**src/rtl/fpadd_pkg.sv**
```systemverilog
package fpadd_pkg;
  typedef enum logic {
    RND_ZERO = 1'b0,
    RND_NEAR = 1'b1
  } rnd_mode_e;

  // extra low-order bits kept during alignment: guard, round, sticky
  localparam int GRS_W = 3;
endpackage

```
**src/rtl/fpadd_unpack.sv**
```systemverilog
module fpadd_unpack #(
  parameter int EXP_W = 5,
  parameter int MAN_W = 6
) (
  input  logic [EXP_W+MAN_W:0] op_i,
  output logic                 sign_o,
  output logic [EXP_W-1:0]     exp_o,
  output logic [MAN_W:0]       mant_o
);
  logic nz;

  assign sign_o = op_i[EXP_W+MAN_W];
  assign exp_o  = op_i[EXP_W+MAN_W-1:MAN_W];
  assign nz     = |exp_o;
  // hidden digit is 1 for normal values; a zero exponent clears everything
  assign mant_o = {nz, op_i[MAN_W-1:0] & {MAN_W{nz}}};
endmodule

```
**src/rtl/fpadd_align_add.sv**
```systemverilog
module fpadd_align_add
  import fpadd_pkg::*;
#(
  parameter int EXP_W = 5,
  parameter int MAN_W = 6
) (
  input  logic                 clk,
  input  logic                 rst,
  input  logic                 vld_i,
  input  logic                 exc_i,
  input  logic                 rnd_i,
  input  logic                 sa_i,
  input  logic [EXP_W-1:0]     ea_i,
  input  logic [MAN_W:0]       ma_i,
  input  logic                 sb_i,
  input  logic [EXP_W-1:0]     eb_i,
  input  logic [MAN_W:0]       mb_i,
  output logic                 vld_o,
  output logic                 exc_o,
  output logic                 rnd_o,
  output logic                 sign_o,
  output logic [EXP_W-1:0]     exp_o,
  output logic [MAN_W+GRS_W+1:0] sum_o
);
  localparam int WM = MAN_W + 1;
  localparam int WA = WM + GRS_W;
  localparam int WS = WA + 1;

  // stage 1: order by magnitude
  logic           a_ge;
  logic           s1_v, s1_x, s1_r, s1_ls, s1_sub;
  logic [EXP_W-1:0] s1_le, s1_d;
  logic [WM-1:0]  s1_lm, s1_sm;

  assign a_ge = {ea_i, ma_i} >= {eb_i, mb_i};

  always_ff @(posedge clk) begin
    if (rst) begin
      s1_v <= 1'b0;
      s1_x <= 1'b0;
    end else begin
      s1_v <= vld_i;
      s1_x <= vld_i & exc_i;
    end
    s1_r   <= rnd_i;
    s1_sub <= sa_i ^ sb_i;
    s1_ls  <= a_ge ? sa_i : sb_i;
    s1_le  <= a_ge ? ea_i : eb_i;
    s1_lm  <= a_ge ? ma_i : mb_i;
    s1_sm  <= a_ge ? mb_i : ma_i;
    s1_d   <= a_ge ? (ea_i - eb_i) : (eb_i - ea_i);
  end

  // stage 2: align the smaller operand, folding lost bits into sticky
  logic [WA-1:0]  ext, al_c, lost_mask;
  logic           s2_v, s2_x, s2_r, s2_ls, s2_sub;
  logic [EXP_W-1:0] s2_le;
  logic [WM-1:0]  s2_lm;
  logic [WA-1:0]  s2_al;

  always_comb begin
    ext       = {s1_sm, {GRS_W{1'b0}}};
    lost_mask = ~({WA{1'b1}} << s1_d);
    if (int'(s1_d) >= WA) begin
      al_c = {{(WA-1){1'b0}}, |s1_sm};
    end else begin
      al_c    = ext >> s1_d;
      al_c[0] = al_c[0] | (|(ext & lost_mask));
    end
  end

  always_ff @(posedge clk) begin
    if (rst) begin
      s2_v <= 1'b0;
      s2_x <= 1'b0;
    end else begin
      s2_v <= s1_v;
      s2_x <= s1_x;
    end
    s2_r   <= s1_r;
    s2_sub <= s1_sub;
    s2_ls  <= s1_ls;
    s2_le  <= s1_le;
    s2_lm  <= s1_lm;
    s2_al  <= al_c;
  end

  // stage 3: add or subtract magnitudes (larger minus smaller never goes negative)
  logic [WS-1:0]  lx, sx, sum_c;
  logic           s3_v, s3_x, s3_r, s3_ls;
  logic [EXP_W-1:0] s3_le;
  logic [WS-1:0]  s3_sum;

  assign lx    = {1'b0, s2_lm, {GRS_W{1'b0}}};
  assign sx    = {1'b0, s2_al};
  assign sum_c = s2_sub ? (lx - sx) : (lx + sx);

  always_ff @(posedge clk) begin
    if (rst) begin
      s3_v <= 1'b0;
      s3_x <= 1'b0;
    end else begin
      s3_v <= s2_v;
      s3_x <= s2_x;
    end
    s3_r   <= s2_r;
    s3_ls  <= s2_ls;
    s3_le  <= s2_le;
    s3_sum <= sum_c;
  end

  // stage 4: correction - a zero sum becomes +0 with exponent 0
  logic zero_c;
  assign zero_c = ~|s3_sum;

  always_ff @(posedge clk) begin
    if (rst) begin
      vld_o <= 1'b0;
      exc_o <= 1'b0;
    end else begin
      vld_o <= s3_v;
      exc_o <= s3_x;
    end
    rnd_o  <= s3_r;
    sign_o <= zero_c ? 1'b0 : s3_ls;
    exp_o  <= zero_c ? '0 : s3_le;
    sum_o  <= s3_sum;
  end
endmodule

```
**src/rtl/fpadd_round_norm.sv**
```systemverilog
module fpadd_round_norm
  import fpadd_pkg::*;
#(
  parameter int EXP_W = 5,
  parameter int MAN_W = 6
) (
  input  logic                   clk,
  input  logic                   rst,
  input  logic                   vld_i,
  input  logic                   exc_i,
  input  logic                   rnd_i,
  input  logic                   sign_i,
  input  logic [EXP_W-1:0]       exp_i,
  input  logic [MAN_W+GRS_W+1:0] sum_i,
  output logic                   vld_o,
  output logic                   exc_o,
  output logic [EXP_W+MAN_W:0]   res_o
);
  localparam int WS   = MAN_W + GRS_W + 2;
  localparam int LZW  = $clog2(WS + 1);
  localparam int XW   = EXP_W + LZW + 2;
  localparam int EMAX = (1 << EXP_W) - 1;
  localparam logic signed [XW-1:0] EMAX_X = XW'(EMAX);
  localparam logic signed [XW-1:0] ONE_X  = XW'(1);

  // stage 1: leading-zero count and left shift
  logic [LZW-1:0]         lz;
  logic [WS-1:0]          sh_c;
  logic signed [XW-1:0]   e_c;
  logic                   r1_v, r1_x, r1_r, r1_s;
  logic [WS-1:0]          r1_sh;
  logic signed [XW-1:0]   r1_e;

  always_comb begin
    lz = LZW'(WS);
    for (int i = 0; i < WS; i++) begin
      if (sum_i[i]) lz = LZW'(WS - 1 - i);
    end
    sh_c = sum_i << lz;
    e_c  = XW'(exp_i) + ONE_X - XW'(lz);
  end

  always_ff @(posedge clk) begin
    if (rst) begin
      r1_v <= 1'b0;
      r1_x <= 1'b0;
    end else begin
      r1_v <= vld_i;
      r1_x <= exc_i;
    end
    r1_r  <= rnd_i;
    r1_s  <= sign_i;
    r1_sh <= sh_c;
    r1_e  <= e_c;
  end

  // stage 2: round, detect range errors, pack
  logic [MAN_W-1:0]     frac;
  logic                 guard, sticky, inc;
  logic [MAN_W:0]       mr;
  logic signed [XW-1:0] e_r;
  logic                 x_c;
  logic [EXP_W+MAN_W:0] res_c;

  always_comb begin
    frac   = r1_sh[WS-2 -: MAN_W];
    guard  = r1_sh[GRS_W];
    sticky = |r1_sh[GRS_W-1:0];
    inc    = (r1_r == RND_NEAR) & guard & (sticky | frac[0]);
    mr     = {1'b0, frac} + {{MAN_W{1'b0}}, inc};
    e_r    = r1_e + XW'(mr[MAN_W]);
    x_c    = r1_x;
    res_c  = {r1_s, e_r[EXP_W-1:0], mr[MAN_W-1:0]};
    if (!r1_sh[WS-1]) begin
      res_c = '0;
    end else if (r1_e < ONE_X) begin
      res_c = '0;
      x_c   = 1'b1;
    end else if (e_r > EMAX_X) begin
      res_c = {r1_s, {EXP_W{1'b1}}, {MAN_W{1'b1}}};
      x_c   = 1'b1;
    end
  end

  always_ff @(posedge clk) begin
    if (rst) begin
      vld_o <= 1'b0;
      exc_o <= 1'b0;
    end else begin
      vld_o <= r1_v;
      exc_o <= r1_v & x_c;
    end
    res_o <= res_c;
  end
endmodule

```
**src/rtl/fpadd_pipe.sv**
```systemverilog
module fpadd_pipe
  import fpadd_pkg::*;
#(
  parameter int EXP_W = 5,
  parameter int MAN_W = 6
) (
  input  logic                   clk,
  input  logic                   rst,
  input  logic                   ready_i,
  input  logic                   exc_i,
  input  logic                   sub_i,
  input  logic                   rnd_i,
  input  logic [EXP_W+MAN_W:0]   op_a_i,
  input  logic [EXP_W+MAN_W:0]   op_b_i,
  output logic                   done_o,
  output logic                   exc_o,
  output logic [EXP_W+MAN_W:0]   sum_o
);
  localparam int W  = 1 + EXP_W + MAN_W;
  localparam int WS = MAN_W + GRS_W + 2;

  logic [W-1:0]     ops  [2];
  logic             sgn  [2];
  logic [EXP_W-1:0] ex   [2];
  logic [MAN_W:0]   mn   [2];

  assign ops[0] = op_a_i;
  assign ops[1] = op_b_i;

  for (genvar g = 0; g < 2; g++) begin : g_unpack
    fpadd_unpack #(.EXP_W(EXP_W), .MAN_W(MAN_W)) u_unpack (
      .op_i   (ops[g]),
      .sign_o (sgn[g]),
      .exp_o  (ex[g]),
      .mant_o (mn[g])
    );
  end

  logic             b_sign;
  logic             a_v, a_x, a_r, a_s;
  logic [EXP_W-1:0] a_e;
  logic [WS-1:0]    a_sum;

  assign b_sign = sgn[1] ^ sub_i;

  fpadd_align_add #(.EXP_W(EXP_W), .MAN_W(MAN_W)) u_add (
    .clk    (clk),
    .rst    (rst),
    .vld_i  (ready_i),
    .exc_i  (exc_i),
    .rnd_i  (rnd_i),
    .sa_i   (sgn[0]),
    .ea_i   (ex[0]),
    .ma_i   (mn[0]),
    .sb_i   (b_sign),
    .eb_i   (ex[1]),
    .mb_i   (mn[1]),
    .vld_o  (a_v),
    .exc_o  (a_x),
    .rnd_o  (a_r),
    .sign_o (a_s),
    .exp_o  (a_e),
    .sum_o  (a_sum)
  );

  fpadd_round_norm #(.EXP_W(EXP_W), .MAN_W(MAN_W)) u_rnd (
    .clk    (clk),
    .rst    (rst),
    .vld_i  (a_v),
    .exc_i  (a_x),
    .rnd_i  (a_r),
    .sign_i (a_s),
    .exp_i  (a_e),
    .sum_i  (a_sum),
    .vld_o  (done_o),
    .exc_o  (exc_o),
    .res_o  (sum_o)
  );
endmodule

```
**config.mk**
```make
export PLATFORM = sky130hd
export DESIGN_NAME = fpadd_pipe
export DESIGN_NICKNAME = d
export VERILOG_FILES = /design/src/rtl/fpadd_pkg.sv /design/src/rtl/fpadd_unpack.sv /design/src/rtl/fpadd_align_add.sv /design/src/rtl/fpadd_round_norm.sv /design/src/rtl/fpadd_pipe.sv
export SDC_FILE = /design/constraint.sdc
export NUM_CORES = 1
export LEC_CHECK = 0
export BUFFER_PORTS_ARGS = -buffer_cell sky130_fd_sc_hd__buf_2
export CAP_MARGIN = 20
export CORE_ASPECT_RATIO = 0.75
export CORE_MARGIN = 2
export CORE_UTILIZATION = 35
export DETAILED_ROUTE_END_ITERATION = 12
export HOLD_SLACK_MARGIN = 0.02
export SKIP_LAST_GASP = 1
export SYNTH_ARGS = -nofsm -noshare
export SYNTH_HDL_FRONTEND = slang
export SYNTH_SLANG_ARGS = --single-unit
export TNS_END_PERCENT = 10
```
**constraint.sdc**
```tcl
create_clock -name clk -period 3 [get_ports clk]
set_input_delay 0.15 -clock clk [delete_from_list [all_inputs] [get_ports clk]]
set_output_delay 0.15 -clock clk [all_outputs]
set_load 0.05 [all_outputs]
```
==> impl_metrics.sql <==
INSERT INTO impl_metrics (metric_group, metric, value, unit) VALUES
('outcome', 'status', 'finished clean', ''),
('pwr', 'pwr-share-seq', '0.395', ''),
('flow_run', 'number_of_maximum_capacitance_constraint_violations', '0', ''),
('logic_synthesis', 'share_of_yosys_cell_area_claimed_by_the_top_area_cell_type', '0.465', ''),
('floorplanning', 'ios', '44', ''),
('logic_synthesis', 'yosysWarnings', '0', ''),
('logic_synthesis', 'synth_top_family_by_area', 'simple AND/OR/NAND/NOR gates', ''),
('sta', 'tightest_slew', '618', 'ps'),
('sta', 'worst_hold_slack', '31.3', 'ps'),
('placed_design', 'place.detailed.hpwl', '8.38', 'mm'),
('pwr', 'p_per_area', '982', 'nW/um^2'),
('grt', 'wire_length_of_the_first_global_routing_pass', '19.0', 'mm'),
('logic_synthesis', 'synth.top_cells.by_area', 'sky130_fd_sc_hd__dfxtp_1 46%, sky130_fd_sc_hd__ha_1 8.6%, sky130_fd_sc_hd__a21oi_1 3.6%, sky130_fd_sc_hd__nand2_1 3.5%, sky130_fd_sc_hd__mux2i_1 3.1%', ''),
('clock_network', 'worst_skew_pair.late_latency', '410', 'ps'),
('floorplanning', 'die-area', '17700', 'um^2'),
('placed_design', 'io_buffer_count', '43', ''),
('sta', 'setup_total_negative_slack', '0', 'ps'),
('floorplanning', 'placementRows', '40', ''),
('floorplanning', 'chipHeight', '116', 'um'),
('pwr', 'power.share.combinational', '0.299', ''),
('clock_network', 'post_cts.resized_instances', '0', ''),
('clock_network', 'root_driver', 'sky130_fd_sc_hd__clkbuf_16', ''),
('route', 'initialDrtViolationCount', '239', ''),
('route', 'avgViaCountPerCell', '4.76', ''),
('placed_design', 'finalWeightedCongestion', '0.846', ''),
('finish', 'area.growth.synth_to_final', '19.7', '%'),
('sta', 'timing.final.crit_share', '0.882', ''),
('clock_network', 'clock_sinks', '135', ''),
('grt', 'grt_antenna_before_repair', '0', ''),
('critical_path', 'worst-endpoint-required', '3330', 'ps'),
('sta', 'finish_stage_setup_viols', '0', ''),
('route', 'avgRoutedWirePerCell', '12.2', 'um'),
('pwr', 'peakVddDrop', '437', 'uV'),
('critical_path', 'critical_path.startpoint_type', 'input port', ''),
('grt', 'grt_max_degree', '20', ''),
('floorplanning', 'area_of_the_core', '16100', 'um^2'),
('logic_synthesis', 'synthesis.area', '5820', 'um^2'),
('pwr', 'leakage', '3.05', 'nW'),
('logic_synthesis', 'netlist_top_cells_count', '135 x sky130_fd_sc_hd__dfxtp_1, 55 x sky130_fd_sc_hd__nand2_1, 48 x sky130_fd_sc_hd__inv_1', ''),
('clock_network', 'h_tree_lvls', '4', ''),
('sta', 'worst_clock_skew', '9.05', 'ps'),
('critical_path', 'cp_num_buf_inv', '4', ''),
('clock_network', 'clock_tree_from_tritoncts', 'built', ''),
('critical_path', 'crit_path_max_fanout', '9', ''),
('logic_synthesis', 'netlist-cell-type-count', '62', ''),
('grt', 'global_route.overflow_total', '0', ''),
('route', 'via_count', '4272', ''),
('critical_path', 'crit_type', 'in2reg', ''),
('finish', 'post-route-util', '0.432', ''),
('sta', 'fmax', '378', 'MHz'),
('finish', 'antenna_cells', '0', ''),
('critical_path', 'worstPathArrival', '2980', 'ps'),
('logic_synthesis', 'synth_simple_gate_area_share', '0.155', ''),
('logic_synthesis', 'post_synth_xor_area_fraction', '0.0361', ''),
('sta', 'grt_setup_unrepaired', 'no', ''),
('critical_path', 'path_common_cell', 'sky130_fd_sc_hd__nand2_1', ''),
('pwr', 'net_sw_power', '0.00243', 'W'),
('logic_synthesis', 'muxShareOfSynthArea', '0.0491', ''),
('grt', 'grt_usage', '0.132', ''),
('route', 'first_pass_iters', '5', ''),
('logic_synthesis', 'synth.ff_latch_count', '135', ''),
('sta', 'timing.final.hold_violations', '0', ''),
('pwr', 'p_int', '0.00440', 'W'),
('critical_path', 'critical-path-max-stage-delay', '520', 'ps'),
('route', 'route.antenna.remaining_nets', '0', ''),
('grt', 'first_global_vias', '4079', ''),
('critical_path', 'path_delay_family', 'buffers and inverters', ''),
('logic_synthesis', 'post_synth_fa_ha_maj_area_fraction', '0.0998', ''),
('clock_network', 'numCtsBuffers', '17', ''),
('logic_synthesis', 'synth-edff-count', '0', ''),
('logic_synthesis', 'post_synth_inst_count', '614', '');
through the flow:
step           power [W]  worst slack, ps  instances  area [um^2]
5_1_grt          0.00727             94.4        898         6960
4_1_cts          0.00689              367        898         6960
2_1_floorplan    0.00431              732        614         5820
3_3_place_gp     0.00473              461        853         6230
6_report         0.00684              355        898         6960
3_5_place_dp     0.00477              437        853         6230
layer usage:
metal | global-route usage | wire length [um]
met1 | 0.182 | 5830
met2 | 0.203 | 4610
met3 | 0.0322 | 425
met4 | 0.0481 | 108
met5 | 0 | 0
final cells by class:
type	count	area, um^2
Fill cell	1557	9150
Multi-Input combinational cell	411	2820
Sequential cell	135	2700
Clock buffer	17	425
Timing Repair Buffer	62	390
Tap cell	210	263
Inverter	48	180
Clock inverter	15	179
logic make-up after synthesis:
| family | count (synthesis) |
|---|---|
| xor+xnor | 24 |
| simple gates | 185 |
| buf+inv | 68 |
| mux | 25 |
| flops | 135 |
| fa+ha+maj | 44 |
| compound gates | 133 |
repair_timing:
action,in CTS,in global routing
hold buffers,13,0
buffers inserted,0,0
endpoints found under the hold margin,20,0
worst register-to-register path, cell delays in order (launching register included):
cell and delay, ps:
sky130_fd_sc_hd__dfxtp_1 340, sky130_fd_sc_hd__and3_1 190, sky130_fd_sc_hd__ha_1 180, sky130_fd_sc_hd__nand3_1 120, sky130_fd_sc_hd__nor3_1 270, sky130_fd_sc_hd__ha_1 270
sky130_fd_sc_hd__and4_1 250, sky130_fd_sc_hd__nand2_1 80, sky130_fd_sc_hd__mux2i_1 190, sky130_fd_sc_hd__nand2_1 70, sky130_fd_sc_hd__nand2_1 290, sky130_fd_sc_hd__a21oi_1 130
cells in the final DEF, fill, tap and decap left out, types with 5 or more instances in the layout:
master,Yosys,layout
sky130_fd_sc_hd__nor2b_1,17,17
sky130_fd_sc_hd__and2_1,9,9
sky130_fd_sc_hd__clkbuf_16,0,17
sky130_fd_sc_hd__inv_1,48,48
sky130_fd_sc_hd__inv_6,0,7
sky130_fd_sc_hd__a21oi_1,42,42
sky130_fd_sc_hd__nand3b_1,5,5
sky130_fd_sc_hd__buf_2,5,43
sky130_fd_sc_hd__nand3_1,18,18
sky130_fd_sc_hd__xor2_1,8,8
sky130_fd_sc_hd__ha_1,40,40
sky130_fd_sc_hd__dlygate4sd3_1,0,13
sky130_fd_sc_hd__buf_4,4,6
sky130_fd_sc_hd__a21o_1,7,7
sky130_fd_sc_hd__dfxtp_1,135,135
sky130_fd_sc_hd__nor4_1,5,5
sky130_fd_sc_hd__nor2_1,42,42
sky130_fd_sc_hd__nor3_1,14,14
sky130_fd_sc_hd__nand2_1,55,55
sky130_fd_sc_hd__o21ai_0,32,32
sky130_fd_sc_hd__xnor2_1,16,16
sky130_fd_sc_hd__a31oi_1,8,8
sky130_fd_sc_hd__o211ai_1,5,5
sky130_fd_sc_hd__mux2i_1,18,18
power groups by stage:
stage          Clock (W)  Sequential (W)  Combinational, W
6_report         0.00209         0.00270           0.00204
2_1_floorplan          0         0.00285           0.00145
4_1_cts          0.00214         0.00270           0.00205
5_1_grt          0.00222         0.00278           0.00227
3_5_place_dp           0         0.00274           0.00202
3_3_place_gp           0         0.00272           0.00201
worst paths after layout:
| path | end | depth (start not counted) | slack [ps] | start |
|---|---|---|---|---|
| setup reg to reg | u_rnd.res_o[3] | 11 | 500 | u_rnd.r1_sh[4] |
| hold / removal | u_add.s1_le[0] | 3 | 30 | op_a_i[6] |
| setup / recovery | u_add.s1_d[3] | 14 | 350 | op_a_i[9] |
| hold reg to reg | u_add.s2_sub | 0 | 320 | u_add.s1_sub |
registers in the layout, summed over array words and instances (netlist names), 7 cells and up:
signal and count:
u_add.s3_sum 11, u_add.s2_lm 7, u_rnd.r1_sh 11, u_add.s1_sm 7
u_rnd.r1_e 10, u_add.s2_al 10, u_add.sum_o 11, u_add.s1_lm 7
u_rnd.res_o 12
Power figures use the tool's default switching activity.
